<file path="src/rtl/intc_pkg.sv">
package intc_pkg;
  localparam int unsigned NSRC        = 32;
  localparam int unsigned AW          = 4;
  localparam int unsigned NOUT        = 2;
  localparam int unsigned BANK_STRIDE = 8;
  localparam int unsigned BANK_IRQ    = 0;
  localparam int unsigned BANK_FIQ    = 1;

  typedef enum logic [1:0] {
    SEL_STAT = 2'd0,
    SEL_RAW  = 2'd1,
    SEL_ESET = 2'd2,
    SEL_ECLR = 2'd3
  } bank_sel_e;

  localparam logic [AW-1:0] OFS_SW_SET = AW'(4);
  localparam logic [AW-1:0] OFS_SW_CLR = AW'(5);

  function automatic logic [AW-1:0] bank_ofs(input int unsigned bank, input bank_sel_e sel);
    return AW'(bank * BANK_STRIDE) | AW'(sel);
  endfunction

  function automatic logic any_hit(input logic [NSRC-1:0] lvl, input logic [NSRC-1:0] en);
    return (lvl & en) != '0;
  endfunction

  function automatic logic is_view_ofs(input logic [AW-1:0] a);
    return (a == bank_ofs(BANK_IRQ, SEL_STAT)) || (a == bank_ofs(BANK_IRQ, SEL_RAW)) ||
           (a == bank_ofs(BANK_FIQ, SEL_STAT)) || (a == bank_ofs(BANK_FIQ, SEL_RAW));
  endfunction
endpackage

</file>
<file path="src/rtl/intc_mask_reg.sv">
module intc_mask_reg
  import intc_pkg::*;
(
  input  logic            clk,
  input  logic            rst_n,
  input  logic            set_stb,
  input  logic            clr_stb,
  input  logic [NSRC-1:0] data,
  output logic [NSRC-1:0] en_q
);
  always_ff @(posedge clk or negedge rst_n) begin
    if (!rst_n)       en_q <= '0;
    else if (set_stb) en_q <= en_q | data;
    else if (clr_stb) en_q <= en_q & ~data;
  end


  mask_set_chk: assert property (@(posedge clk) disable iff (!rst_n)
    set_stb |=> ((en_q & $past(data)) == $past(data)));

  mask_clr_chk: assert property (@(posedge clk) disable iff (!rst_n)
    clr_stb |=> ((en_q & $past(data)) == '0));

  mask_hold_chk: assert property (@(posedge clk) disable iff (!rst_n)
    (!set_stb && !clr_stb) |=> $stable(en_q));
endmodule

</file>
<file path="src/rtl/intc_soft_src.sv">
module intc_soft_src (
  input  logic clk,
  input  logic rst_n,
  input  logic set_stb,
  input  logic clr_stb,
  input  logic arm,
  output logic soft_q
);
  logic do_set, do_clr;
  assign do_set = set_stb & arm;
  assign do_clr = clr_stb & arm;

  always_ff @(posedge clk or negedge rst_n) begin
    if (!rst_n)      soft_q <= 1'b0;
    else if (do_set) soft_q <= 1'b1;
    else if (do_clr) soft_q <= 1'b0;
  end


  soft_set_chk: assert property (@(posedge clk) disable iff (!rst_n)
    (set_stb && arm) |=> soft_q);

  soft_clr_chk: assert property (@(posedge clk) disable iff (!rst_n)
    (clr_stb && arm && !set_stb) |=> !soft_q);

  soft_noarm_chk: assert property (@(posedge clk) disable iff (!rst_n)
    !arm |=> $stable(soft_q));
endmodule

</file>
<file path="src/rtl/intc_out_stage.sv">
module intc_out_stage
  import intc_pkg::*;
(
  input  logic            clk,
  input  logic            rst_n,
  input  logic [NSRC-1:0] lvl,
  input  logic [NSRC-1:0] en,
  output logic            req_q
);
  always_ff @(posedge clk or negedge rst_n) begin
    if (!rst_n) req_q <= 1'b0;
    else        req_q <= any_hit(lvl, en);
  end


  out_quiet_lvl_chk: assert property (@(posedge clk) disable iff (!rst_n)
    (lvl == '0) |=> !req_q);

  out_quiet_en_chk: assert property (@(posedge clk) disable iff (!rst_n)
    (en == '0) |=> !req_q);
endmodule

</file>
<file path="src/rtl/intc_dual_lvl.sv">
module intc_dual_lvl
  import intc_pkg::*;
(
  input  logic            clk,
  input  logic            rst_n,
  input  logic [NSRC-1:0] src_i,
  input  logic            wr_en,
  input  logic [AW-1:0]   addr,
  input  logic [NSRC-1:0] wdata,
  output logic [NSRC-1:0] rdata,
  output logic            irq_o,
  output logic            fiq_o
);
  logic [NSRC-1:0] level;
  logic [NSRC-1:0] en_q [NOUT];
  logic [NOUT-1:0] set_stb, clr_stb, req_q;
  logic            soft_q, sw_set_stb, sw_clr_stb, view_wr;

  assign sw_set_stb = wr_en && (addr == OFS_SW_SET);
  assign sw_clr_stb = wr_en && (addr == OFS_SW_CLR);
  assign view_wr    = wr_en && is_view_ofs(addr);

  intc_soft_src u_soft (
    .clk(clk), .rst_n(rst_n), .set_stb(sw_set_stb), .clr_stb(sw_clr_stb),
    .arm(wdata[0]), .soft_q(soft_q)
  );

  assign level = src_i | {{(NSRC-1){1'b0}}, soft_q};

  for (genvar b = 0; b < NOUT; b++) begin : g_bank
    assign set_stb[b] = wr_en && (addr == bank_ofs(b, SEL_ESET));
    assign clr_stb[b] = wr_en && (addr == bank_ofs(b, SEL_ECLR));

    intc_mask_reg u_mask (
      .clk(clk), .rst_n(rst_n), .set_stb(set_stb[b]), .clr_stb(clr_stb[b]),
      .data(wdata), .en_q(en_q[b])
    );

    intc_out_stage u_out (
      .clk(clk), .rst_n(rst_n), .lvl(level), .en(en_q[b]), .req_q(req_q[b])
    );
  end

  assign irq_o = req_q[BANK_IRQ];
  assign fiq_o = req_q[BANK_FIQ];

  always_comb begin
    rdata = '0;
    for (int b = 0; b < NOUT; b++) begin
      if (addr == bank_ofs(b, SEL_STAT)) rdata = level & en_q[b];
      if (addr == bank_ofs(b, SEL_RAW))  rdata = level;
      if (addr == bank_ofs(b, SEL_ESET)) rdata = en_q[b];
    end
    if (addr == OFS_SW_SET) rdata = {{(NSRC-1){1'b0}}, level[0]};
  end


  view_wr_ignored_chk: assert property (@(posedge clk) disable iff (!rst_n)
    view_wr |=> ($stable(en_q[BANK_IRQ]) && $stable(en_q[BANK_FIQ]) && $stable(soft_q)));

  clr_ofs_read_zero_chk: assert property (@(posedge clk) disable iff (!rst_n)
    (addr == bank_ofs(BANK_IRQ, SEL_ECLR) || addr == OFS_SW_CLR ||
     addr == bank_ofs(BANK_FIQ, SEL_ECLR)) |-> (rdata == '0));

  fiq_only_chk: assert property (@(posedge clk) disable iff (!rst_n)
    ((level & en_q[BANK_IRQ]) == '0) |=> !irq_o);
endmodule

</file>
<file path="config.mk">
export PLATFORM = sky130hd
export DESIGN_NAME = intc_dual_lvl
export DESIGN_NICKNAME = d
export VERILOG_FILES = /design/src/rtl/intc_pkg.sv /design/src/rtl/intc_mask_reg.sv /design/src/rtl/intc_soft_src.sv /design/src/rtl/intc_out_stage.sv /design/src/rtl/intc_dual_lvl.sv
export SDC_FILE = /design/constraint.sdc
export NUM_CORES = 1
export LEC_CHECK = 0
export ABC_AREA = 1
export CORE_MARGIN = 10
export CORE_UTILIZATION = 38
export DETAILED_ROUTE_END_ITERATION = 8
export PLACE_DENSITY_LB_ADDON = 0.05
export SETUP_SLACK_MARGIN = 0.1
export SYNTH_ARGS = -nofsm -noshare
export SYNTH_HDL_FRONTEND = slang
export SYNTH_SLANG_ARGS = --single-unit
</file>
<file path="constraint.sdc">
create_clock -name clk -period 3.5 [get_ports clk]
set_clock_uncertainty 0.1 [all_clocks]
set_input_delay 0.7 -clock clk [delete_from_list [all_inputs] [get_ports clk]]
set_output_delay 0.7 -clock clk [all_outputs]
set_load 0.05 [all_outputs]
</file>
## After elaboration in Yosys (flattened, before gate mapping)

Index checks and enable logic that the tools add are counted.

- Register bits after elaboration: 67
- Input bits: 71
- Word-level logic and storage cells: 49

- Equal/unequal tests: 9
- Muxes and demuxes: 13
- Bitwise gates (word level): 10
- Reductions and logical operators: 12

Operator list:

| cell | count |
|---|---|
| 2-to-1 mux 32 bit | 11 |
| AND 32 bit | 4 |
| bitwise OR 32 bit | 2 |
| nonzero test 32 bit | 2 |
| NOT 32 bit | 1 |
| bitwise OR 32 x 1 -> 32 bit | 1 |
| equality test 4 bit, second input constant | 4 |
| equality test 4 x 2 -> 1 bit, second input constant | 2 |
| equality test 4 x 3 -> 1 bit, second input constant | 2 |
| logical AND 1 bit | 6 |
| nonzero test 2 bit | 3 |
| equality test 4 x 1 -> 1 bit, second input constant | 1 |
| zero test 4 bit | 1 |
| AND 1 bit | 2 |
| 2-to-1 mux 1 bit | 2 |

## Logic depth before layout (Yosys ltp)

- Depth in word-level cells: 9
- Mapped depth: 10
- Mapped depth without buffers: 9

## Cells and area by module

From an unflattened synthesis, not the netlist that was laid out.

- Cells, all modules: 910
- Area total of the unflattened synthesis: 5,064.9 um^2

Modules (own cells, without submodules):

| module | times used | cells an instance | area an instance (um^2) |
|---|---|---|---|
| intc_mask_reg | 2 | 166 | 1,337.5 |
| intc_dual_lvl | 1 | 445 | 1,826.8 |
| intc_out_stage | 2 | 64 | 261.5 |
| intc_soft_src | 1 | 5 | 40.0 |

## Least setup slack after synthesis

Ideal clock, no wire load.

- Path kind: input to output
- Start point: input addr[2]
- End point: output rdata[3]
- Arrival time: 2,170 ps
- Required time: 2,700 ps
- Slack: 530 ps
- Stages on the path: 8
- Path through: nor2_2 buf_2 nand3_1 nand2_1 nand2_1 nand2_1 nand2_1 a21oi_1

- Cells in the longest elaborated chain, start to end: 8
- Elaborated cells between the ends (all ways): 14
- Classes of those cells: 6 x eq/ne; 7 x mux; 1 x reduce/logical

RTL lines:

| what | RTL line | RTL |
|---|---|---|
| start, declared | intc_dual_lvl.sv:8 | `input logic [AW-1:0] addr,` |
| zero test 4 bit | intc_dual_lvl.sv:50 | `if (addr == bank_ofs(b, SEL_STAT)) rdata = level & en_q[b];` |
| 2-to-1 mux 32 bit | intc_dual_lvl.sv:50 |  |
| 2-to-1 mux 32 bit | intc_dual_lvl.sv:51 | `if (addr == bank_ofs(b, SEL_RAW)) rdata = level;` |
| 2-to-1 mux 32 bit | intc_dual_lvl.sv:52 | `if (addr == bank_ofs(b, SEL_ESET)) rdata = en_q[b];` |
| 2-to-1 mux 32 bit | intc_dual_lvl.sv:50 |  |
| 2-to-1 mux 32 bit | intc_dual_lvl.sv:51 |  |
| 2-to-1 mux 32 bit | intc_dual_lvl.sv:52 |  |
| 2-to-1 mux 32 bit (*) | intc_dual_lvl.sv:54 | `if (addr == OFS_SW_SET) rdata = {{(NSRC-1){1'b0}}, level[0]};` |
| end, declared | intc_dual_lvl.sv:10 | `output logic [NSRC-1:0] rdata,` |

Mark *: on every way between the ends. The rest lies on a longest branch, timed or not.

## Worst setup path after layout

- Start point: input addr[1]
- End point: output rdata[13]

The elaborated chain is that of the path after synthesis.

==> impl_metrics.json <==
{
  "ir_worst_vdd_v": 0.000237,
  "p_per_area_mw_per_mm2": 381,
  "cp_slowest_stage_delay_ns": 0.44,
  "post-dp-hpwl_um": 12200,
  "max-slew-margin-rel_pct": 41.6,
  "fin_util_pct": 53.4,
  "clk_latency_ns": 0.34,
  "wl_per_cell_um": 16.0,
  "ios": 105,
  "worstPathCellList": "clkdlybuf4s50_1 > inv_2 > nand2_1 > nor2_4 > inv_2 > buf_4 > o21ai_1 > nand2_1 > nand3_1 > nand2_1 > inv_1 > buf_12",
  "synth-seq-cells": 67,
  "die_y_um": 132,
  "cap_violations": 0,
  "place_congestion": 0.861,
  "cts-buffers-inserted": 9,
  "rr_endpoint": "g_bank[1].u_out.req_q",
  "route.vias.total": 5185,
  "leakage_nw": 3.08,
  "cts_max_path_buffers": 2,
  "synth_area_sq_mm": 0.00480,
  "wirelength_um": 16400,
  "yosysWarnings": 0,
  "globalRouteOverflowTotal": 0,
  "p_int_mw": 1.74,
  "fmax_mhz": 313,
  "crit_path_end_kind": "output pin",
  "dieArea_sq_mm": 0.0175,
  "layout.nets": 921,
  "clkSlewWorstSetupHoldPaths_ns": 0.06,
  "cp_slowest_cell": "clkdlybuf4s50_1",
  "grt_max_degree": 36,
  "setup_tns_ns": 0,
  "portBuffers": 104,
  "reg2reg_depth": 5,
  "via_per_inst": 5.05,
  "core_sq_mm": 0.0125,
  "clkPwrFrac_pct": 36.5,
  "status": "finished, final reports clean",
  "ant_nets": 0,
  "antenna_found_initial": 0,
  "cp_common_cell": "nand2_1",
  "cts_sinks": 67,
  "final_hold_viol_count": 0,
  "grt_usage_pct": 18.7,
  "cts_root_buffer": "clkbuf_16",
  "grt_pass1_wl_um": 26900,
  "combPwrFrac_pct": 26.7,
  "die_w_um": 132,
  "ys_seq_area_share_pct": 34.9,
  "cts_tree": "yes",
  "dp_slack_ns": 0.140,
  "hp-class": "primary input to asynchronous set/reset pin",
  "worstPathArrival_ns": 2.39,
  "drc": 0,
  "fin_ws_ns": 0.310,
  "rsz0062_at_grt": "no",
  "drt_iter0_markers": 431,
  "cp.required_ns": 2.70,
  "worstMarginPinSlew_ns": 0.876,
  "ys_types": 27,
  "crit_type": "primary input to output pin",
  "path_buf_inv": 6,
  "critical_path_depth": 12,
  "post-route-min-period_ns": 3.19,
  "fin_crit_sh_pct": 91.1,
  "antenna_cells": 0,
  "seqPwrFrac_pct": 36.7,
  "swShare_pct": 31.9,
  "area_growth_pct": 39.3,
  "final_area_sq_mm": 0.00669,
  "placed_area_sq_mm": 0.00635,
  "grt_pass1_vias": 5158,
  "timing.critical_path.max_delay_family": "buffers and inverters",
  "worstPathMaxFanout": 12,
  "syn-instance-count": 744,
  "h-tree-depth": 3,
  "start_util_pct": 38.4,
  "setup_viol": 0,
  "syn_avg_cell_area_sq_um": 6.46,
  "drv_slew": 0,
  "first_pass_iters": 5,
  "p_sw_mw": 0.814,
  "synth_nets": 815,
  "r2r_slack_ns": 2.00,
  "start_kind": "primary input",
  "reg2reg_from": "u_soft.soft_q",
  "rows": 41,
  "drive_gt1_share_pct": 11.0
}
## cells by family after synthesis
kind of cell | after synthesis | synth area share, %
buffers and inverters | 133 | 12.3
AO/OA/AOI/OAI | 178 | 18.6
flip-flops | 67 | 34.9
AND/OR/NAND/NOR | 366 | 34.2
## what timing repair did
item / 4_1_cts / 5_1_grt
endpoints found under the hold margin: 0 / 0
setup endpoints to repair: 0 / 27
setup buffers: 0 / 2
resized for setup: 0 / 6
hold buffers: 0 / 0
## through the flow
| step | hold slack, ns | total power [mW] | instances |
|---|---|---|---|
| 2_1_floorplan | 0.304 | 1.29 | 744 |
| 3_3_place_gp | 0.389 | 1.62 | 1009 |
| 4_1_cts | 0.405 | 2.57 | 1025 |
| 5_1_grt | 0.446 | 2.69 | 1027 |
| 3_5_place_dp | 0.399 | 1.63 | 1009 |
| 6_report | 0.371 | 2.55 | 1027 |
## cell usage after synthesis
cell	count	area, sq um
nand2_1	236	886
inv_1	93	349
o21ai_1	77	385
o21ai_0	72	360
dfrtp_1	67	1680
nand3_1	50	250
a21oi_1	28	140
nand4_1	19	119
or2_0	19	119
nor2_1	17	63.8
buf_2	12	60.1
or2_1	10	62.6
buf_6	8	90.1
clkbuf_1	8	30.0
inv_2	6	22.5
buf_4	4	30.0
nor2_4	4	45.0
nand2_2	3	18.8
clkbuf_2	2	10.0
nand2_4	2	22.5
nand3_2	1	10.0
nand3b_1	1	7.51
nor2_2	1	6.26
nor2_8	1	20.0
nor3_1	1	5.00
o21a_1	1	7.51
or2_2	1	6.26
## layer usage
layer | vias to the layer above | track usage [%] | wire length, um
li1 | 2604 | - | -
met1 | 2385 | 23.3 | 7190
met2 | 172 | 31.0 | 7880
met3 | 24 | 4.43 | 1010
met4 | 0 | 6.23 | 344
met5 | - | 0 | 0
## placed cells by master (no fill, tap or decap)
master and count:
nor2_1 16, a21oi_1 28, clkinv_2 2, nand2_2 3, dfrtp_1 67, clkbuf_16 9
or2_0 19, buf_4 23, nor2_8 1, dlymetal6s2s_1 3, nand4_1 19, nand3_2 1
inv_4 1, nor2_2 1, clkinvlp_4 1, buf_12 34, clkdlybuf4s50_1 68, o21ai_0 72
nand2_4 2, nor3_1 1, clkbuf_8 1, or2_1 10, nand2_1 236, or2_2 1
nor2_4 5, nand3b_1 1, clkinv_4 2, o21ai_1 77, nand3_1 50, inv_2 5
bufinv_16 1, o21a_1 1, inv_1 93, buf_2 1
## power by group through the flow
stage | Clock, mW | Combinational [mW] | Sequential, mW
finish | 0.932 | 0.682 | 0.937
global route | 0.986 | 0.749 | 0.952
CTS | 0.949 | 0.685 | 0.937
detailed placement | 0 | 0.683 | 0.951
global placement | 0 | 0.675 | 0.947
floorplan | 0 | 0.344 | 0.944
## layout make-up
type / count / area [sq um]
Clock buffer: 10 / 239
Clock inverter: 6 / 65.1
Fill cell: 1252 / 5830
Inverter: 99 / 374
Multi-Input combinational cell: 544 / 2540
Sequential cell: 67 / 1680
Tap cell: 172 / 215
Timing Repair Buffer: 129 / 1580
## how the worst max path moves through the flow
stage | from | endpoint | slack [ns]
finish | addr[1] | rdata[13] | 0.31
global route | addr[1] | rdata[10] | 0.12
CTS | addr[0] | rdata[13] | 0.13
detailed placement | addr[0] | rdata[20] | 0.14
global placement | addr[2] | rdata[20] | 0.15
floorplan | addr[2] | rdata[3] | 0.53
Power figures use the tool's default switching activity.
